--- src/rtl/cr_port_master.sv ---
module cr_port_master #(
  parameter int DW          = 16,
  parameter int TICK_CYCLES = 100,
  parameter int POLL_LIMIT  = 100
) (
  input  logic          clk,
  input  logic          rst_n,
  input  logic          start,
  input  logic          rd_req,
  input  logic [DW-1:0] addr,
  input  logic [DW-1:0] wdata,
  output logic [DW+3:0] cmd_word,
  input  logic [DW:0]   stat_word,
  output logic [DW-1:0] rdata,
  output logic          busy,
  output logic          done,
  output logic          err,
  output logic          err_flag
);
  localparam int TW = $clog2(TICK_CYCLES + 1);
  localparam int PW = $clog2(POLL_LIMIT + 1);

  typedef enum logic [1:0] {S_IDLE, S_SETUP, S_REQ, S_REL} state_t;
  typedef enum logic [1:0] {P_ADDR, P_DATA, P_WR, P_RD} phase_t;

  state_t        state;
  phase_t        phase;
  logic [DW-1:0] din_q, wd_q;
  logic          rd_q;
  logic [TW-1:0] tick_q;
  logic [PW-1:0] poll_q;
  logic          ack, req_on, hit, tick_end, expire;

  assign ack      = stat_word[0];
  assign req_on   = state == S_REQ;
  assign hit      = req_on ? ack : !ack;
  assign tick_end = tick_q == TW'(TICK_CYCLES - 1);
  assign expire   = (req_on || state == S_REL) && !hit && tick_end &&
                    poll_q == PW'(POLL_LIMIT - 1);
  assign busy     = state != S_IDLE;

  assign cmd_word = {req_on && phase == P_WR, req_on && phase == P_RD, din_q,
                     req_on && phase == P_DATA, req_on && phase == P_ADDR};

  always_ff @(posedge clk) begin
    if (!rst_n) begin
      state    <= S_IDLE;
      phase    <= P_ADDR;
      din_q    <= '0;
      wd_q     <= '0;
      rd_q     <= 1'b0;
      rdata    <= '0;
      tick_q   <= '0;
      poll_q   <= '0;
      done     <= 1'b0;
      err      <= 1'b0;
      err_flag <= 1'b0;
    end else begin
      done <= 1'b0;
      err  <= 1'b0;
      case (state)
        S_IDLE: if (start) begin
          din_q    <= addr;
          wd_q     <= wdata;
          rd_q     <= rd_req;
          phase    <= P_ADDR;
          state    <= S_SETUP;
          err_flag <= 1'b0;
        end
        S_SETUP: begin
          tick_q <= '0;
          poll_q <= '0;
          state  <= S_REQ;
        end
        default: begin
          if (expire) begin
            state    <= S_IDLE;
            err      <= 1'b1;
            err_flag <= 1'b1;
          end else if (hit) begin
            tick_q <= '0;
            poll_q <= '0;
            if (req_on) begin
              state <= S_REL;
              if (phase == P_RD) rdata <= stat_word[DW:1];
            end else begin
              case (phase)
                P_ADDR: if (rd_q) begin
                  phase <= P_RD;
                  state <= S_REQ;
                end else begin
                  phase <= P_DATA;
                  din_q <= wd_q;
                  state <= S_SETUP;
                end
                P_DATA: begin
                  phase <= P_WR;
                  state <= S_REQ;
                end
                default: begin
                  state <= S_IDLE;
                  done  <= 1'b1;
                end
              endcase
            end
          end else begin
            tick_q <= tick_end ? '0 : tick_q + 1'b1;
            if (tick_end) poll_q <= poll_q + 1'b1;
          end
        end
      endcase
    end
  end
endmodule

--- config.mk ---
export PLATFORM = sky130hd
export DESIGN_NAME = cr_port_master
export DESIGN_NICKNAME = d
export VERILOG_FILES = /design/src/rtl/cr_port_master.sv
export SDC_FILE = /design/constraint.sdc
export NUM_CORES = 1
export LEC_CHECK = 0
export ABC_AREA = 1
export BUFFER_PORTS_ARGS = -buffer_cell sky130_fd_sc_hd__buf_2
export CAP_MARGIN = 10
export CORE_AREA = 2 2 88 90
export CTS_CLUSTER_DIAMETER = 30
export DETAILED_ROUTE_END_ITERATION = 16
export DIE_AREA = 0 0 90 92
export PLACE_DENSITY = 0.72
export SETUP_SLACK_MARGIN = 0.1
export SLEW_MARGIN = 20
export SYNTH_ARGS = -nofsm -noshare
export SYNTH_HDL_FRONTEND = slang
export SYNTH_SLANG_ARGS = --single-unit
--- constraint.sdc ---
create_clock -name clk -period 4.6 [get_ports clk]
set_input_delay 0.92 -clock clk [delete_from_list [all_inputs] [get_ports clk]]
set_output_delay 0.92 -clock clk [all_outputs]
set_load 0.1 [all_outputs]
==> results of run 1 <==
stage by stage:
step	instance area, sq um	total power, mW	utilization
after floorplan	3369	2.129	-
after global placement	3824	2.319	0.5134
after detailed placement	3824	2.339	0.5134
after CTS	4055	2.902	0.5445
after global routing	4055	3.095	0.5445
final	4055	2.894	0.5445
cell type report:
class	instances	area (sq um)
Multi-Input combinational cell	345	1692
Tap cell	102	127.6
Sequential cell	70	1401
Clock buffer	10	137.6
Inverter	36	135.1
Timing Repair Buffer	93	467.9
Clock inverter	6	93.84
Fill cell	759	3392
cells by family after synthesis:
group | Yosys count | synth area share
compound gates | 99 | 0.1522
fa+ha+maj | 7 | 0.02599
flops | 70 | 0.4159
simple gates | 238 | 0.3212
buf+inv | 57 | 0.08206
xor+xnor | 1 | 0.002600
critical path: stages (launching register included):
cell and delay (ns):
dfxtp_1 0.48, inv_1 0.13, ha_1 0.51, inv_2 0.36, buf_2 0.49
metal layers:
metal | up-vias | track usage
li1 | 1735 | -
met1 | 1503 | 0.2654
met2 | 120 | 0.3064
met3 | 9 | 0.04108
met4 | 0 | 0.08333
met5 | - | 0
worst max path at each step:
stage / to / startpoint / cells past startpoint
final: busy / state[1]$_SDFFE_PN0P_ / 4
after global routing: busy / state[1]$_SDFFE_PN0P_ / 4
after CTS: busy / state[1]$_SDFFE_PN0P_ / 4
after detailed placement: busy / state[1]$_SDFFE_PN0P_ / 4
after global placement: busy / state[1]$_SDFFE_PN0P_ / 4
after floorplan: cmd_word[0] / state[1]$_SDFFE_PN0P_ / 3
sequential cells by signal, indices dropped and copies added, names as in the netlist:
signal	cells
din_q	16
rd_q	1
wd_q	16
state	2
err_flag	1
tick_q	7
phase	2
rdata	16
done	1
err	1
poll_q	7
power groups by stage:
stage               Combinational, mW  Clock, mW  Sequential [mW]
floorplan                       0.904          0             1.23
global placement                 1.47          0            0.849
detailed placement               1.49          0            0.853
CTS                              1.49      0.571            0.841
global route                     1.64      0.598            0.858
finish                           1.49      0.560            0.842
synth_stat cells, types with 2 or more instances:
| library cell | n |
|---|---|
| nor2_2 | 2 |
| nand3_4 | 2 |
| nand2_1 | 105 |
| clkbuf_1 | 11 |
| inv_2 | 6 |
| or2_2 | 2 |
| nand3_1 | 36 |
| nand2_2 | 4 |
| nand4_1 | 21 |
| nor3_1 | 5 |
| dfxtp_1 | 70 |
| inv_1 | 30 |
| ha_1 | 7 |
| buf_6 | 2 |
| nor2_1 | 55 |
| a21oi_1 | 59 |
| o21ai_0 | 36 |
| buf_2 | 4 |
==> run metrics, run 1 <==
status=completed; clock root buffer master=clkbuf_8; H-tree levels=3; Horiz. Die Dim=90 microns; sequential-to-total area share from yosys stat=0.4159; top-area cell type share of the netlist area=0.4159; Least-Margin Pin Slew=0.8889 ns; hold buffers post-CTS=0; Final Hold Vio Count=0; Resize count post-CTS=0; P_int=between 1 and 1.5 mW; IO Pins=93; f_max=307.8 MHz; largest net degree at the start of global routing=31; commonest non-fill, non-tap cells in the layout=105 x nand2_1, 92 x buf_2, 70 x dfxtp_1; Clock transition at path regs=roughly 0.08 ns; via count=roughly 3400; ANT nets after route=0; input/output buffers=slightly above 90; final wirelength=8068 microns; n_diodes=0; Worst Hold Endpoint=wd_q[15]$_SDFFE_PN0P_; top sig layer=met4; GR Util All Layers=0.1967; HP Class=reg2reg; Critical Path AT=2.33 ns; worst hold path startpoint=wd_q[15]$_SDFFE_PN0P_; drt via density=5.086; num rows=32; combinational share of power=0.516; worst reg2reg endpoint=din_q[2]$_SDFFE_PN0P_; clk_lat worst skew=about 0.35 ns; Post-CTS Setup Bufs=0; Met3 Wirelength=574 microns; final worst-path cycle share=0.7062; # Max-Cap Violations=0; Bufs on Longest Clock Path=2; Place WS=1.758 ns; reg2reg start=state[1]$_SDFFE_PN0P_; R2R Setup Slk=1.79 ns; Slew headroom=0.4029; CTS tree=built; Tmin final=3.249 ns; most common cell after layout, fill and taps aside=nand2_1; final setup vio count=0; area grow syn2layout=20.35%; final setup TNS=0 ns; CP startpoint kind=register; DRC viols=0; Post-Layout Cell Count=662; global-route wire length before repair=13520 microns; Mean Syn Cell Area=7.139 sq um; skew final=0.009187 ns; pwr dens=713.7 nW/um^2; Critical Path Fanout Max=28; NetSw=1.499 mW; Metal-1 WL=3896 microns; Worst R2R Path Depth=8; #FFs+latches synth=70; GR Overflow Total=0; die height=92 microns; ys flop type=dfxtp_1; layout cells sized above 1=0.2304; Final #Nets=slightly above 600; Syn Inst Count=472; top cells by area, synth=dfxtp_1 42%, nand2_1 12%, a21oi_1 8.8%, nor2_1 6.1%, nand3_1 5.3%; CORE AREA=7447 sq um; Post-synth ARST share=0; required time worst endpoint=roughly 3.7 ns; RSZ-0062 raised after global routing=false; cell taking the most area after synthesis=dfxtp_1; Sink Count=70; initial antenna violation count=0; CTS Buf Count=9; net count after synthesis=532; synthesized area=3369 sq um; Critical Path End Type=primary output; Iteration-0 DRC Markers=roughly 210; HPWL after DPL=5938 microns; post-synthesis cell type count=33; clock share of power=0.194; Sequential Power Share=0.291; Sw Ratio=0.5180; Synth warnings=0; setup ws final=1.351 ns; vias in the first global route=3085; Hold Path Depth=2; initial core utilization=0.4525; Met2 Routed Length=3495 microns; placed insts=646; gp weighted congestion=0.8665; critical setup path kind=reg2out; WHS=between 0.4 and 0.5 ns; die area=about 8300 sq um; WL/cell=12.19 microns; maximum vdd drop=0.5420 mV; Post-synth EDFFs=0; Max Slew Vio Count=0; Detailed Routing Iterations Pass 1=4; P_leak=1.761 nW
Power figures use the tool's default switching activity.
==> run 2: changes to the inputs <==
--- a/config.mk
+++ b/config.mk
@@ -5,14 +5,14 @@
 export SDC_FILE = /design/constraint.sdc
 export NUM_CORES = 1
 export LEC_CHECK = 0
-export ABC_AREA = 1
+export ABC_AREA = 0
 export BUFFER_PORTS_ARGS = -buffer_cell sky130_fd_sc_hd__buf_2
 export CAP_MARGIN = 10
-export CORE_AREA = 2 2 88 90
+export CORE_AREA = 2 2 87 89
 export CTS_CLUSTER_DIAMETER = 30
 export DETAILED_ROUTE_END_ITERATION = 16
-export DIE_AREA = 0 0 90 92
-export PLACE_DENSITY = 0.72
+export DIE_AREA = 0 0 89 91
+export PLACE_DENSITY = 0.74
 export SETUP_SLACK_MARGIN = 0.1
 export SLEW_MARGIN = 20
 export SYNTH_ARGS = -nofsm -noshare
==> constraint.sdc (replaced) <==
create_clock -name clk -period 2.9 [get_ports clk]
set_input_delay 0.58 -clock clk [delete_from_list [all_inputs] [get_ports clk]]
set_output_delay 0.58 -clock clk [all_outputs]
set_load 0.1 [all_outputs]
==> run 2 against run 1 <==
  * Hold slack better by 0.0024 ns
  * Highest routed layer unchanged
  * Sequential power up 47%
  * Count of clock-buffer cells in the layout unchanged
  * Worst setup slack worse by 0.85 ns
  * Global-route usage down 0.22 points
  * Final area down 1.7%
  * Wire length down 8.4%
  * Die area down 2.2%
  * Core utilization up 1.4 points
  * Synthesized area down 2.9%
  * First-iteration DRC count down 44%
==> run metrics, run 2 <==
status=completed; Clock transition at path regs=roughly 0.080 ns; GR Util All Layers=0.1945; layout cells sized above 1=0.2894; final wirelength=7389 microns; Resize count post-CTS=0; largest net degree at the start of global routing=56; HPWL after DPL=about 5200 microns; Max Slew Vio Count=0; maximum vdd drop=0.7124 mV; grt met3 use=0.04818; Tot Pwr=3.953 mW; Worst R2R Path Depth=8; clock root buffer master=clkbuf_8; Mean Syn Cell Area=8.633 sq um; R2R Setup Slk=about 0.58 ns; Final #Nets=~530; Syn Inst Count=379; IO Pins=93; initial core utilization=0.4585; clk_lat worst skew=0.35 ns; ys flop type=dfxtp_1; Hold Path Depth=2; Sink Count=70; CTS tree=built; ANT nets after route=0; CORE AREA=7137 sq um; Tmin final=2.398 ns; leading cell type by number of instances after synthesis=nand2_1; worst hold path startpoint=wd_q[8]$_SDFFE_PN0P_; critical setup path kind=reg2out; Slew headroom=0.6027; HP Class=reg2reg; synthesized area=3272 sq um; f_max=417.0 MHz; pwr dens=991.4 nW/um^2; n_diodes=0; most common cell after layout, fill and taps aside=buf_2; drt via density=5.121; Worst Hold Endpoint=wd_q[8]$_SDFFE_PN0P_; top-area cell type share of the netlist area=0.4283; CP startpoint kind=register; skew final=0.007003 ns; final worst-path cycle share=0.8270; #FFs+latches synth=70; die area=8099 sq um; RSZ-0062 raised after global routing=false; input/output buffers=92; global-route wire length before repair=12570 microns; hold buffers post-CTS=0; vias in the first global route=2845; initial antenna violation count=0; placed insts=around 550; final setup TNS=0 ns; Post-Layout Cell Count=roughly 570; worst reg2reg endpoint=state[1]$_SDFFE_PN0P_; cell taking the most area after synthesis=dfxtp_1; Bufs on Longest Clock Path=2; Post-CTS Setup Bufs=0; list of most frequent post-synthesis cells=86 x nand2_1, 70 x dfxtp_1, 33 x nor2_1; Iteration-0 DRC Markers=117; Horiz. Die Dim=89 microns; final setup vio count=0; GR Overflow Total=0; sequential-to-total area share from yosys stat=0.4283; H-tree levels=3; gp weighted congestion=0.8345; Critical Path End Type=primary output; commonest non-fill, non-tap cells in the layout=92 x buf_2, 86 x nand2_1, 70 x dfxtp_1; WHS=0.4554 ns; Least-Margin Pin Slew=0.5960 ns; top cells by area, synth=dfxtp_1 43%, nand2_1 9.9%, mux2i_1 9.8%, a21oi_1 4.0%, nor2_1 3.8%; DRC viols=0; # Max-Cap Violations=0; num rows=31; net count after synthesis=between 400 and 500; Critical Path AT=roughly 1.8 ns; Area after DPL=3805 sq um; required time worst endpoint=2.32 ns; die height=approximately 91 microns; Filler cells=698; grt met2 use=0.3265; GR met1 Demand/Resource=0.2362; Critical Path Fanout Max=7; Post-synth ARST share=0; GRT Max-Usage Layer=met2; area grow syn2layout=21.87%; reg2reg start=state[1]$_SDFFE_PN0P_; via count=2914; WL/cell=approximately 13 microns; Final Hold Vio Count=0; final instance area=3988 sq um; CTS Buf Count=9; Detailed Routing Iterations Pass 1=4; Post-synth EDFFs=0; post-synthesis cell type count=55; Synth warnings=0; P_leak=1.711 nW; Regs by FF count=din_q (16), rdata (16), wd_q (16)
==> run 2: logic make-up after synthesis <==
kind of cell / synth area share
simple gates: 0.2317
compound gates: 0.1637
flops: 0.4283
mux: 0.09790
buf+inv: 0.04397
fa+ha+maj: 0.02677
xor+xnor: 0.007650
==> run 2: area by class of cell <==
class	count	area, sq um	share of cell area
Clock buffer	10	137.6	0.03452
Inverter	6	22.52	0.005648
Tap cell	99	123.9	0.03106
Sequential cell	70	1401	0.3514
Timing Repair Buffer	99	513.0	0.1286
Multi-Input combinational cell	279	1744	0.4374
Clock inverter	6	45.04	0.01130
==> run 2: per-layer routing <==
metal | part of all wire | wire length [microns]
met3 | 0.037 | 274
met2 | 0.51 | 3737
met1 | 0.45 | 3296
met4 | 0.011 | 80
met5 | 0 | 0
==> run 2: worst max path at each step <==
stage,startpoint,endpoint,cells past startpoint
global placement,state[1]$_SDFFE_PN0P_,state[1]$_SDFFE_PN0P_,8
global route,state[0]$_SDFFE_PN0P_,cmd_word[1],5
finish,state[0]$_SDFFE_PN0P_,cmd_word[1],5
floorplan,state[0]$_SDFFE_PN0P_,cmd_word[19],4
detailed placement,state[1]$_SDFFE_PN0P_,state[1]$_SDFFE_PN0P_,8
CTS,state[0]$_SDFFE_PN0P_,cmd_word[1],5
==> run 2: power by group <==
part / internal [mW] / leakage [nW] / switching [mW]
combinational: 0.537 / 1.06 / 1.46
sequential: 1.12 / 0.570 / 0.118
clock: 0.338 / 0.0853 / 0.385
total: 2.00 / 1.71 / 1.96
==> run 2: worst max-delay path: stages (launching register included) <==
cell and delay (ns):
dfxtp_1 0.37, inv_1 0.13, ha_1 0.30, nand2_1 0.14, nor2_1 0.11, buf_2 0.43
==> run 2: metrics by stage <==
stage	util	setup slack (ns)
finish	0.5587	0.5018
detailed placement	0.5331	0.6991
CTS	0.5587	0.4893
global placement	0.5331	0.6908
global route	0.5587	0.3864
floorplan	-	0.2697
